File: config.mk
export PLATFORM = sky130hd
export DESIGN_NAME = coh_snoop_bus
export DESIGN_NICKNAME = d
export VERILOG_FILES = /design/src/rtl/coh_pkg.sv /design/src/rtl/coh_rr_arbiter.sv /design/src/rtl/coh_node.sv /design/src/rtl/coh_snoop_bus.sv
export SDC_FILE = /design/constraint.sdc
export NUM_CORES = 1
export LEC_CHECK = 0
export BUFFER_PORTS_ARGS = -buffer_cell sky130_fd_sc_hd__clkbuf_2
export CAP_MARGIN = 5
export CORE_MARGIN = 3
export CORE_UTILIZATION = 36
export DETAILED_ROUTE_END_ITERATION = 6
export PLACE_DENSITY = 0.63
export SETUP_SLACK_MARGIN = 0.2
export SLEW_MARGIN = 20
export SYNTH_ARGS = -nofsm -noshare
export SYNTH_HDL_FRONTEND = slang
export SYNTH_SLANG_ARGS = --single-unit
File: constraint.sdc
create_clock -name clk -period 6.42 [get_ports clk]
set_clock_uncertainty 0.15 [all_clocks]
set_input_delay 0.321 -clock clk [delete_from_list [all_inputs] [get_ports clk]]
set_output_delay 0.321 -clock clk [all_outputs]
set_load 0.01 [all_outputs]
File: src/rtl/coh_pkg.sv
package coh_pkg;
    typedef enum logic [2:0] {
        ST_I = 3'd0,
        ST_S = 3'd1,
        ST_E = 3'd2,
        ST_O = 3'd3,
        ST_M = 3'd4
    } line_state_t;

    typedef enum logic [1:0] {
        CMD_NONE = 2'd0,
        CMD_RD   = 2'd1,
        CMD_RDX  = 2'd2,
        CMD_INV  = 2'd3
    } bus_cmd_t;

    typedef enum logic [1:0] {
        OP_RD    = 2'd0,
        OP_WR    = 2'd1,
        OP_EVICT = 2'd2,
        OP_NOP   = 2'd3
    } cpu_op_t;

    function automatic logic st_valid(line_state_t s);
        return s != ST_I;
    endfunction

    function automatic logic st_dirty(line_state_t s);
        return (s == ST_M) || (s == ST_O);
    endfunction

    function automatic logic st_unique(line_state_t s);
        return (s == ST_M) || (s == ST_O) || (s == ST_E);
    endfunction
endpackage

File: src/rtl/coh_rr_arbiter.sv
module coh_rr_arbiter #(
    parameter int N  = 4,
    parameter int IW = $clog2(N)
) (
    input  logic          clk,
    input  logic          rst_n,
    input  logic [N-1:0]  req,
    output logic [N-1:0]  grant,
    output logic [IW-1:0] grant_idx
);
    typedef struct packed {
        logic [IW-1:0] ptr;
    } arb_reg_t;

    arb_reg_t arb_d, arb_q;
    logic     found;

    // Search begins at the pointer and wraps; pointer moves past the winner.
    always_comb begin
        grant     = '0;
        grant_idx = '0;
        found     = 1'b0;
        arb_d     = arb_q;
        for (int i = 0; i < N; i++) begin
            int idx;
            idx = int'(arb_q.ptr) + i;
            if (idx >= N) idx = idx - N;
            if (!found && req[idx]) begin
                found      = 1'b1;
                grant[idx] = 1'b1;
                grant_idx  = IW'(idx);
            end
        end
        if (found) begin
            arb_d.ptr = (grant_idx == IW'(N - 1)) ? '0 : grant_idx + 1'b1;
        end
    end

    always_ff @(posedge clk) begin
        if (!rst_n) arb_q <= '0;
        else        arb_q <= arb_d;
    end

    p_grant_onehot_r9: assert property (@(posedge clk) disable iff (!rst_n)
        $onehot0(grant));
    p_grant_requested_r9: assert property (@(posedge clk) disable iff (!rst_n)
        (grant & ~req) == '0);
    p_grant_when_any_r9: assert property (@(posedge clk) disable iff (!rst_n)
        (|req) |-> (|grant));
endmodule

File: src/rtl/coh_node.sv
module coh_node
    import coh_pkg::*;
#(
    parameter int LINES = 4,
    parameter int LW    = $clog2(LINES)
) (
    input  logic        clk,
    input  logic        rst_n,
    input  logic        tx_vld,
    input  logic        is_req,
    input  logic [LW-1:0] tx_line,
    input  cpu_op_t     tx_op,
    input  bus_cmd_t    snoop_cmd,
    input  logic        peer_valid,
    input  logic [LW-1:0] probe_line,
    output line_state_t snoop_st,
    output line_state_t probe_st
);
    typedef struct packed {
        line_state_t [LINES-1:0] st;
    } node_reg_t;

    node_reg_t   node_d, node_q;
    line_state_t cur_st;
    line_state_t nxt_st;

    assign cur_st   = node_q.st[tx_line];
    assign snoop_st = cur_st;
    assign probe_st = node_q.st[probe_line];

    always_comb begin
        nxt_st = cur_st;
        if (is_req) begin
            unique case (tx_op)
                OP_RD:    if (cur_st == ST_I) nxt_st = peer_valid ? ST_S : ST_E;
                OP_WR:    nxt_st = ST_M;
                OP_EVICT: nxt_st = ST_I;
                default:  nxt_st = cur_st;
            endcase
        end else begin
            unique case (snoop_cmd)
                CMD_RD: begin
                    if (cur_st == ST_M)      nxt_st = ST_O;
                    else if (cur_st == ST_E) nxt_st = ST_S;
                end
                CMD_RDX, CMD_INV: nxt_st = ST_I;
                default: nxt_st = cur_st;
            endcase
        end
        node_d = node_q;
        if (tx_vld) node_d.st[tx_line] = nxt_st;
    end

    always_ff @(posedge clk) begin
        if (!rst_n) begin
            for (int l = 0; l < LINES; l++) node_q.st[l] <= ST_I;
        end else begin
            node_q <= node_d;
        end
    end

    p_snoop_kill_r7: assert property (@(posedge clk) disable iff (!rst_n)
        (tx_vld && !is_req && (snoop_cmd == CMD_RDX || snoop_cmd == CMD_INV))
        |=> node_q.st[$past(tx_line)] == ST_I);
    p_snoop_read_keeps_r4: assert property (@(posedge clk) disable iff (!rst_n)
        (tx_vld && !is_req && snoop_cmd == CMD_RD && st_valid(cur_st))
        |=> st_valid(node_q.st[$past(tx_line)]));
    p_write_ends_m_r6: assert property (@(posedge clk) disable iff (!rst_n)
        (tx_vld && is_req && tx_op == OP_WR) |=> node_q.st[$past(tx_line)] == ST_M);
endmodule

File: src/rtl/coh_snoop_bus.sv
module coh_snoop_bus
    import coh_pkg::*;
#(
    parameter int NCACHE = 4,
    parameter int LINES  = 4,
    parameter int LW     = $clog2(LINES),
    parameter int SW     = $clog2(NCACHE)
) (
    input  logic                 clk,
    input  logic                 rst_n,
    input  logic [NCACHE-1:0]    cpu_req,
    input  logic [2*NCACHE-1:0]  cpu_op,
    input  logic [NCACHE*LW-1:0] cpu_line,
    output logic [NCACHE-1:0]    grant,
    output logic                 bus_vld,
    output logic [1:0]           bus_cmd,
    output logic [SW-1:0]        bus_src,
    output logic [LW-1:0]        bus_line,
    output logic [NCACHE-1:0]    bus_supplier,
    output logic                 mem_abort,
    output logic                 wb_req,
    input  logic [SW-1:0]        probe_cache,
    input  logic [LW-1:0]        probe_line,
    output logic [2:0]           probe_state
);
    typedef struct packed {
        logic              vld;
        bus_cmd_t          cmd;
        logic [SW-1:0]     src;
        logic [LW-1:0]     line;
        logic [NCACHE-1:0] sup;
        logic              abort;
        logic              wb;
    } bus_reg_t;

    bus_reg_t          bus_d, bus_q;
    logic [SW-1:0]     g_idx;
    logic              tx_vld;
    logic [LW-1:0]     tx_line;
    cpu_op_t           tx_op;
    line_state_t       req_st;
    bus_cmd_t          cmd_c;
    logic              fetch_c;
    logic [NCACHE-1:0] own_f, ex_f, sh_f, val_f, uniq_f, lowest_sh;
    line_state_t       snoop_st [NCACHE];
    line_state_t       probe_all [NCACHE];

    coh_rr_arbiter #(.N(NCACHE), .IW(SW)) u_arb (
        .clk       (clk),
        .rst_n     (rst_n),
        .req       (cpu_req),
        .grant     (grant),
        .grant_idx (g_idx)
    );

    assign tx_vld  = |grant;
    assign tx_line = cpu_line[g_idx*LW +: LW];
    assign tx_op   = cpu_op_t'(cpu_op[g_idx*2 +: 2]);

    for (genvar c = 0; c < NCACHE; c++) begin : g_node
        coh_node #(.LINES(LINES), .LW(LW)) u_node (
            .clk        (clk),
            .rst_n      (rst_n),
            .tx_vld     (tx_vld),
            .is_req     (grant[c]),
            .tx_line    (tx_line),
            .tx_op      (tx_op),
            .snoop_cmd  (cmd_c),
            .peer_valid (|val_f),
            .probe_line (probe_line),
            .snoop_st   (snoop_st[c]),
            .probe_st   (probe_all[c])
        );
    end

    // Peer summary built from the broadcast snoop replies.
    always_comb begin
        for (int c = 0; c < NCACHE; c++) begin
            logic peer;
            peer      = (SW'(c) != g_idx);
            own_f[c]  = peer && st_dirty(snoop_st[c]);
            ex_f[c]   = peer && (snoop_st[c] == ST_E);
            sh_f[c]   = peer && (snoop_st[c] == ST_S);
            val_f[c]  = peer && st_valid(snoop_st[c]);
            uniq_f[c] = st_unique(snoop_st[c]);
        end
        lowest_sh = sh_f & (~sh_f + 1'b1);
    end

    always_comb begin
        req_st = snoop_st[g_idx];
        cmd_c  = CMD_NONE;
        if (tx_vld) begin
            unique case (tx_op)
                OP_RD: if (req_st == ST_I) cmd_c = CMD_RD;
                OP_WR: begin
                    if (req_st == ST_I)                          cmd_c = CMD_RDX;
                    else if (req_st == ST_S || req_st == ST_O)   cmd_c = CMD_INV;
                end
                default: cmd_c = CMD_NONE;
            endcase
        end
        fetch_c = (cmd_c == CMD_RD) || (cmd_c == CMD_RDX);

        bus_d       = '0;
        bus_d.vld   = tx_vld;
        bus_d.cmd   = cmd_c;
        bus_d.src   = g_idx;
        bus_d.line  = tx_line;
        bus_d.abort = fetch_c && (|val_f);
        bus_d.wb    = tx_vld && (tx_op == OP_EVICT) && st_dirty(req_st);
        if (fetch_c) begin
            if (|own_f)     bus_d.sup = own_f;
            else if (|ex_f) bus_d.sup = ex_f;
            else            bus_d.sup = lowest_sh;
        end
    end

    always_ff @(posedge clk) begin
        if (!rst_n) bus_q <= '0;
        else        bus_q <= bus_d;
    end

    assign bus_vld      = bus_q.vld;
    assign bus_cmd      = bus_q.cmd;
    assign bus_src      = bus_q.src;
    assign bus_line     = bus_q.line;
    assign bus_supplier = bus_q.sup;
    assign mem_abort    = bus_q.abort;
    assign wb_req       = bus_q.wb;
    assign probe_state  = (int'(probe_cache) < NCACHE) ? probe_all[probe_cache] : ST_I;

    p_abort_has_supplier_r5: assert property (@(posedge clk) disable iff (!rst_n)
        mem_abort |-> $onehot(bus_supplier));
    p_supplier_is_peer_r5: assert property (@(posedge clk) disable iff (!rst_n)
        bus_vld |-> !bus_supplier[bus_src]);
    p_single_unique_r10: assert property (@(posedge clk) disable iff (!rst_n)
        tx_vld |-> $countones(uniq_f) <= 1);
    p_wb_needs_evict_r8: assert property (@(posedge clk) disable iff (!rst_n)
        wb_req |-> bus_vld && bus_cmd == CMD_NONE);
    p_idle_quiet_r12: assert property (@(posedge clk) disable iff (!rst_n)
        !tx_vld |=> !bus_vld && !mem_abort && !wb_req);
endmodule

==> results.py, run 1 <==
metrics = {
    "status": {
        "status": "finished clean",
    },
    "die": {
        "rows": 44,
        "dieArea_mm2": 0.0171,
        "placeableCoreArea_mm2": 0.0149,
        "start_util": 0.377,
        "die_width_um": 131,
        "dieHeight_um": 131,
        "boundary_pin_count": 46,
    },
    "route": {
        "vias_cell": 6.62,
        "post-route-drc-count": 0,
        "detail_route.wirelength_um": 19800,
        "drt_iter0_markers": 745,
        "routed_wire_length_per_instance_um": 22.6,
        "firstDrtPassIters": 6,
        "drtAntennaViolNets": 0,
        "num_vias": 5810,
    },
    "critical_path": {
        "arrival_ps": 5980,
        "critPathMaxFanout": 21,
        "worst-setup-path-type": "reg2reg",
        "reg2reg_slack_ps": 530,
        "worstPathRequired_ps": 6510,
        "cp-end-kind": "flip-flop",
        "worst_setup_path_start_kind": "flip-flop",
    },
    "sta": {
        "period_share": 0.917,
        "finalHoldViolations": 0,
        "setup_repair_after_global_routing_missed_its_margin": "no",
        "finalSetupTns_ps": 0,
        "drv_slew": 0,
        "max_freq_mhz": 170,
        "fin_crit_ps": 5890,
        "fin_hold_ws_ps": 366,
        "slew_headroom": 0.427,
        "transition_time_at_the_pin_with_the_least_slew_margin_ps": 855,
        "finalSetupViolations": 0,
    },
    "placement": {
        "detailed_placer_s_ending_hpwl_um": 14800,
        "port_buffers": 45,
        "globalplace.congestion": 1.04,
        "dpl_cell_area_mm2": 0.00597,
    },
    "logic_synthesis": {
        "synth_top_family_by_area": "compound AO/OA/AOI/OAI gates",
        "netlist-cell-type-count": 92,
        "synth.area.mux_share": 0.213,
        "synth-edff-count": 0,
        "synth-warning-count": 0,
        "netlist_area_mm2": 0.00560,
        "synth.largest_area_cell": "sky130_fd_sc_hd__dfxtp_1",
        "syn_nets": 690,
        "synth_adder_area_share": 0.0201,
        "syn_inst": 655,
        "syn_area_per_cell_um2": 8.55,
        "synth_xor_xnor_area_share": 0.00938,
        "postSynth.topFlopCell": "sky130_fd_sc_hd__dfxtp_1",
        "synth_largest_type_area_fraction": 0.225,
        "post_synth_main_area_contributors": "sky130_fd_sc_hd__dfxtp_1 (23%), sky130_fd_sc_hd__mux4_2 (8.4%), sky130_fd_sc_hd__mux2i_1 (7.0%)",
        "sequential_area_share_after_synthesis": 0.225,
        "synth-compound-area-share": 0.257,
        "ys_ff_latch": 63,
        "synthSimpleGateAreaFrac": 0.212,
        "asyncSetResetFlopFracSynth": 0,
    },
    "final_layout": {
        "fin_nets": 723,
        "multiInputGateArea_mm2": 0.00403,
        "finalInstanceArea_mm2": 0.00635,
        "ratio_of_cells_with_drive_above_1_in_the_final_layout": 0.227,
        "ff_latch_area_mm2": 0.00126,
        "fillers": 1450,
        "insertedDiodeCount": 0,
        "area_growth_pct": 13.4,
    },
    "cts": {
        "ctsHoldBuffers": 0,
        "ctsRootBufferMaster": "sky130_fd_sc_hd__clkbuf_16",
        "clock_path_buffers": 2,
        "cts-buffers-inserted": 9,
        "clock-sinks": 63,
        "htree_num_levels": 3,
        "cts_tree": "built",
        "cts.clk_slew.worst_paths_ps": 60,
        "latest_clock_arrival_within_the_worst_skew_pair_ps": 350,
    },
    "hold_path": {
        "holdCritPathClass": "reg2reg",
    },
    "global_route": {
        "grt_antenna_before_repair": 0,
        "global_route_wire_length_before_repair_um": 30400,
        "global_router_s_overall_resource_usage": 0.231,
        "grt.overflow.total": 0,
        "grt_start_max_net_pins": 54,
        "first_global_vias": 5264,
    },
    "job": {
        "drv.max_cap_violation_count": 0,
    },
}
## cell type report
type / instances / area share
flip-flops and latches: 63 / 0.199
clock buffers: 9 / 0.0355
inverters: 23 / 0.0140
multi-input cells: 521 / 0.634
repair buffers: 70 / 0.0650
clock inverters: 7 / 0.0164
well taps: 184 / 0.0363
## critical path: stages, from the launching register on
cell,delay (ps)
sky130_fd_sc_hd__dfxtp_1,520
sky130_fd_sc_hd__inv_1,130
sky130_fd_sc_hd__ha_1,330
sky130_fd_sc_hd__mux4_2,610
sky130_fd_sc_hd__nor2b_4,350
sky130_fd_sc_hd__o31a_1,270
sky130_fd_sc_hd__nand3_1,320
sky130_fd_sc_hd__buf_4,280
sky130_fd_sc_hd__and3_1,160
sky130_fd_sc_hd__a311oi_1,390
sky130_fd_sc_hd__a22oi_1,170
sky130_fd_sc_hd__a221oi_2,460
sky130_fd_sc_hd__nor2_1,110
sky130_fd_sc_hd__a21oi_1,170
sky130_fd_sc_hd__nand4_1,170
sky130_fd_sc_hd__ha_4,280
sky130_fd_sc_hd__nor2_1,200
sky130_fd_sc_hd__a32o_1,230
sky130_fd_sc_hd__a31oi_2,90
sky130_fd_sc_hd__o32ai_1,350
## layout by cell type, fill, tap and decap left out, types with 4 or more instances in the layout
cell type,n
sky130_fd_sc_hd__a211oi_1,9
sky130_fd_sc_hd__a21oi_1,22
sky130_fd_sc_hd__a22oi_1,10
sky130_fd_sc_hd__a311oi_1,7
sky130_fd_sc_hd__and2_1,6
sky130_fd_sc_hd__and3_1,7
sky130_fd_sc_hd__buf_4,25
sky130_fd_sc_hd__clkbuf_16,9
sky130_fd_sc_hd__clkbuf_2,45
sky130_fd_sc_hd__dfxtp_1,63
sky130_fd_sc_hd__ha_1,8
sky130_fd_sc_hd__inv_1,20
sky130_fd_sc_hd__mux2_2,11
sky130_fd_sc_hd__mux2i_1,39
sky130_fd_sc_hd__mux2i_4,5
sky130_fd_sc_hd__mux4_2,21
sky130_fd_sc_hd__nand2_1,87
sky130_fd_sc_hd__nand3_1,20
sky130_fd_sc_hd__nand4_1,10
sky130_fd_sc_hd__nor2_1,41
sky130_fd_sc_hd__nor2b_1,7
sky130_fd_sc_hd__nor3_1,21
sky130_fd_sc_hd__o211ai_1,6
sky130_fd_sc_hd__o21a_1,9
sky130_fd_sc_hd__o21ai_0,21
sky130_fd_sc_hd__o21ai_1,7
sky130_fd_sc_hd__o22ai_1,30
sky130_fd_sc_hd__o31ai_1,4
sky130_fd_sc_hd__o32ai_1,10
sky130_fd_sc_hd__or3_1,9
sky130_fd_sc_hd__or4_1,4
sky130_fd_sc_hd__xnor2_1,6
## synthesized netlist by cell type (3+ instances only)
master                       n
sky130_fd_sc_hd__a2111oi_0   3
sky130_fd_sc_hd__a211oi_1    9
sky130_fd_sc_hd__a21oi_1    22
sky130_fd_sc_hd__a221o_1     3
sky130_fd_sc_hd__a22o_1      3
sky130_fd_sc_hd__a22oi_1    10
sky130_fd_sc_hd__a311oi_1    7
sky130_fd_sc_hd__a31oi_1     4
sky130_fd_sc_hd__and2_1      6
sky130_fd_sc_hd__and3_1      7
sky130_fd_sc_hd__buf_2      10
sky130_fd_sc_hd__buf_4       8
sky130_fd_sc_hd__buf_6       5
sky130_fd_sc_hd__clkbuf_1   23
sky130_fd_sc_hd__dfxtp_1    63
sky130_fd_sc_hd__ha_1        9
sky130_fd_sc_hd__inv_1      20
sky130_fd_sc_hd__mux2_2     11
sky130_fd_sc_hd__mux2i_1    39
sky130_fd_sc_hd__mux2i_4     5
sky130_fd_sc_hd__mux4_2     21
sky130_fd_sc_hd__nand2_1    87
sky130_fd_sc_hd__nand3_1    20
sky130_fd_sc_hd__nand4_1    10
sky130_fd_sc_hd__nor2_1     41
sky130_fd_sc_hd__nor2b_1     7
sky130_fd_sc_hd__nor3_1     21
sky130_fd_sc_hd__nor3b_1     3
sky130_fd_sc_hd__o211ai_1    6
sky130_fd_sc_hd__o21a_1      9
sky130_fd_sc_hd__o21ai_0    22
sky130_fd_sc_hd__o21ai_1     6
sky130_fd_sc_hd__o22ai_1    30
sky130_fd_sc_hd__o31ai_1     5
sky130_fd_sc_hd__o32ai_1    11
sky130_fd_sc_hd__or3_1       9
sky130_fd_sc_hd__or4_1       4
sky130_fd_sc_hd__xnor2_1     6
## kinds of logic (layout without fill, tap and decap cells)
logic type,count (synthesis),in the layout
AND/OR/NAND/NOR,236,236
AO/OA/AOI/OAI,189,189
multiplexers,81,81
buffers and inverters,71,109
flip-flops,63,63
adder cells (fa/ha/maj),9,9
XOR/XNOR,6,6
## path summary, 6_finish.rpt
path	startpoint	endpoint	depth (start not counted)
setup / recovery	u_arb.arb_q[1]	g_node[0].u_node.node_q[6]	19
hold / removal	g_node[1].u_node.node_q[9]	g_node[1].u_node.node_q[9]	2
setup reg to reg	u_arb.arb_q[1]	g_node[0].u_node.node_q[6]	19
hold reg to reg	g_node[1].u_node.node_q[9]	g_node[1].u_node.node_q[9]	2
## metal layers
layer	GRT usage	vias up	share of wire
met5	0	-	0
met4	0.0587	0	0.020
met3	0.0557	34	0.11
met2	0.358	341	0.45
met1	0.326	2831	0.43
li1	-	2604	-
## registers in the layout, summed over array words and instances, names as in the netlist
name and cells:
bus_line 2, mem_abort 1, bus_src 2, bus_supplier 4, bus_cmd 2, wb_req 1
u_arb.arb_q 2, g_node.u_node.node_q 48, bus_vld 1
## per-stage QoR
| step | instances | utilization | worst slack [ps] |
|---|---|---|---|
| after floorplan | 655 | - | 868 |
| after global placement | 859 | 0.402 | 478 |
| after detailed placement | 859 | 0.402 | 192 |
| after CTS | 875 | 0.424 | 399 |
| after global routing | 877 | 0.427 | 239 |
| final | 877 | 0.427 | 533 |
## repair_timing
action                                 in CTS  in global routing
endpoints found under the hold margin       0                  0
resized for setup                           1                  6
setup endpoints to repair                   4                 32
pin swaps                                   0                  0
setup buffers                               0                  2
Power of run 1 is not shown: default switching activity piles up to over one toggle a cycle in this logic, so the estimate is an artifact.
==> inputs of run 2 (changes only) <==
BUFFER_PORTS_ARGS = not set   (was -buffer_cell sky130_fd_sc_hd__clkbuf_2)
CORE_ASPECT_RATIO = 0.75   (was not set)
CTS_BUF_LIST = sky130_fd_sc_hd__clkbuf_8   (was not set)
DONT_BUFFER_PORTS = 1   (was not set)
PLACE_DENSITY = 0.6   (was 0.63)
==> run 2 against run 1 <==
Global-route usage grew 1.6 points. Design area shrank 4.3%. Utilization shrank 1.8 points. Worst hold slack lost 350 ps. First-iteration DRC count grew 9.3%. Critical path depth shrank 4. Critical path type unchanged. Highest routed layer unchanged.
==> results.py, run 2 (synthesized netlist as in run 1, its figures left out) <==
metrics = {
    "sta": {
        "finalSetupViolations": 0,
        "drv_slew": 0,
        "fin_crit_ps": 5930,
        "finalSetupTns_ps": 0,
        "finalHoldViolations": 0,
        "max_freq_mhz": 169,
        "slew_headroom": 0.347,
        "setup_repair_after_global_routing_missed_its_margin": "no",
        "period_share": 0.924,
        "transition_time_at_the_pin_with_the_least_slew_margin_ps": 952,
    },
    "job": {
        "drv.max_cap_violation_count": 0,
    },
    "critical_path": {
        "crit_path_top_delay_cell": "sky130_fd_sc_hd__mux4_2",
        "worstPathRequired_ps": 6490,
        "cell_by_cell_trace_of_the_critical_path": "inv_1 > ha_1 > mux4_2 > nor2b_4 > o211ai_2 > and3_1 > mux2i_4 > buf_4 > mux2i_1 > mux2i_1 > nor3_2 > o22ai_1 > or3b_1 > a31oi_2 > o32ai_1",
        "worst-setup-path-type": "reg2reg",
        "cp-end-kind": "flip-flop",
        "critPathMaxFanout": 15,
        "worst_setup_path_start_kind": "flip-flop",
        "timing.critical_path.mode_cell": "sky130_fd_sc_hd__mux2i_1",
        "slowest_cell_delay_on_critical_path_ps": 640,
        "arrival_ps": 6010,
    },
    "global_route": {
        "grt_start_max_net_pins": 40,
        "grt.overflow.total": 0,
        "grt_antenna_before_repair": 0,
        "global_route_wire_length_before_repair_um": 31900,
        "global_router_s_overall_resource_usage": 0.247,
        "first_global_vias": 5051,
    },
    "die": {
        "boundary_pin_count": 46,
        "dieArea_mm2": 0.0171,
        "placeableCoreArea_mm2": 0.0148,
        "rows": 38,
        "die_width_um": 150,
        "dieHeight_um": 114,
        "start_util": 0.378,
    },
    "placement": {
        "globalplace.congestion": 0.979,
        "port_buffers": 0,
        "detailed_placer_s_ending_hpwl_um": 15800,
    },
    "final_layout": {
        "multiInputGateArea_mm2": 0.00402,
        "layout.cells.most_common_list": "sky130_fd_sc_hd__nand2_1 (87), sky130_fd_sc_hd__dfxtp_1 (62), sky130_fd_sc_hd__nor2_1 (41)",
        "ff_latch_area_mm2": 0.00126,
        "area_growth_pct": 8.51,
        "max_flop_register": "g_node.u_node.node_q",
        "fillers": 1490,
        "largest_register_ff_count": 48,
        "commonest_non_fill_non_tap_cell_in_the_layout": "sky130_fd_sc_hd__nand2_1",
        "finish.utilization": 0.410,
        "insertedDiodeCount": 0,
        "fin_nets": 681,
        "ratio_of_cells_with_drive_above_1_in_the_final_layout": 0.178,
    },
    "route": {
        "highest_routed_layer": "met4",
        "drt_iter0_markers": 814,
        "drtAntennaViolNets": 0,
        "met1_length_um": 9550,
        "routed_wire_length_per_instance_um": 25.0,
        "detail_route.wirelength_um": 21300,
        "vias_cell": 6.58,
        "routed-wl-met3_um": 2810,
        "firstDrtPassIters": 5,
        "met2_wirelength_um": 8400,
        "num_vias": 5601,
        "post-route-drc-count": 0,
    },
    "cts": {
        "clock-sinks": 63,
        "ctsRootBufferMaster": "sky130_fd_sc_hd__clkbuf_8",
        "cts.clk_slew.worst_paths_ps": 80,
        "cts_tree": "built",
        "cts-buffers-inserted": 9,
        "cts_post_setup_buffers_inserted": 0,
        "htree_num_levels": 3,
        "latest_clock_arrival_within_the_worst_skew_pair_ps": 370,
        "clock_path_buffers": 2,
    },
    "status": {
        "status": "finished clean",
    },
    "hold_path": {
        "holdCritPathClass": "in2reg",
    },
}
run 2: cell count changes in the layout (fill, tap and decap cells not counted), sizes merged:
cell,previous run,this run
dlygate4sd3,0,1
clkinvlp,0,1
buf,25,27
clkinv,4,2
inv,24,25
clkbuf,54,9
run 2: path summary, 6_finish.rpt:
check / start / end / slack [ps] / cells past startpoint
hold reg to reg: g_node[2].u_node.node_q[4] / g_node[2].u_node.node_q[4] / 370 / 2
setup reg to reg: u_arb.arb_q[1] / g_node[0].u_node.node_q[6] / 490 / 15
hold / removal: rst_n / g_node[0].u_node.node_q[6] / 10 / 2
setup / recovery: u_arb.arb_q[1] / g_node[0].u_node.node_q[6] / 490 / 15
run 2: layer usage:
layer / GRT usage / up-vias
met5: 0 / -
met4: 0.0683 / 0
met3: 0.0874 / 52
met2: 0.328 / 368
met1: 0.374 / 2666
li1: - / 2515
run 2: what timing repair did:
action | CTS | global route
resized for setup | 2 | 8
hold buffers | 2 | 0
endpoints found under the setup margin | 12 | 50
endpoints found under the hold margin | 40 | 0
gates cloned | 0 | 0
run 2: final cells by class:
| class | count | share of cell area |
|---|---|---|
| flip-flops and latches | 63 | 0.208 |
| repair buffers | 28 | 0.0371 |
| inverters | 23 | 0.0146 |
| multi-input cells | 521 | 0.662 |
| clock buffers | 9 | 0.0204 |
| well taps | 200 | 0.0412 |
| clock inverters | 7 | 0.0169 |
run 2: stage by stage:
stage	setup slack (ps)	std cells	instance area, µm²	hold slack (ps)
4_1_cts	348	851	6040	3.20
5_1_grt	254	851	6080	3.17
2_1_floorplan	868	655	5600	313
6_report	486	851	6080	12.6
3_3_place_gp	407	833	5790	313
3_5_place_dp	174	833	5790	321
run 2: critical path, delay by kind of cell, from the launching register on:
kind                       cells  cell delay [ps]
muxes                          4             1720
and+or+nand+nor                4             1640
DFF                            1              440
AOI/OAI and AO/OA              4              980
buffers and inverters          2              440
adders and majority gates      1              420
Power of run 2 is left out for the same reason.
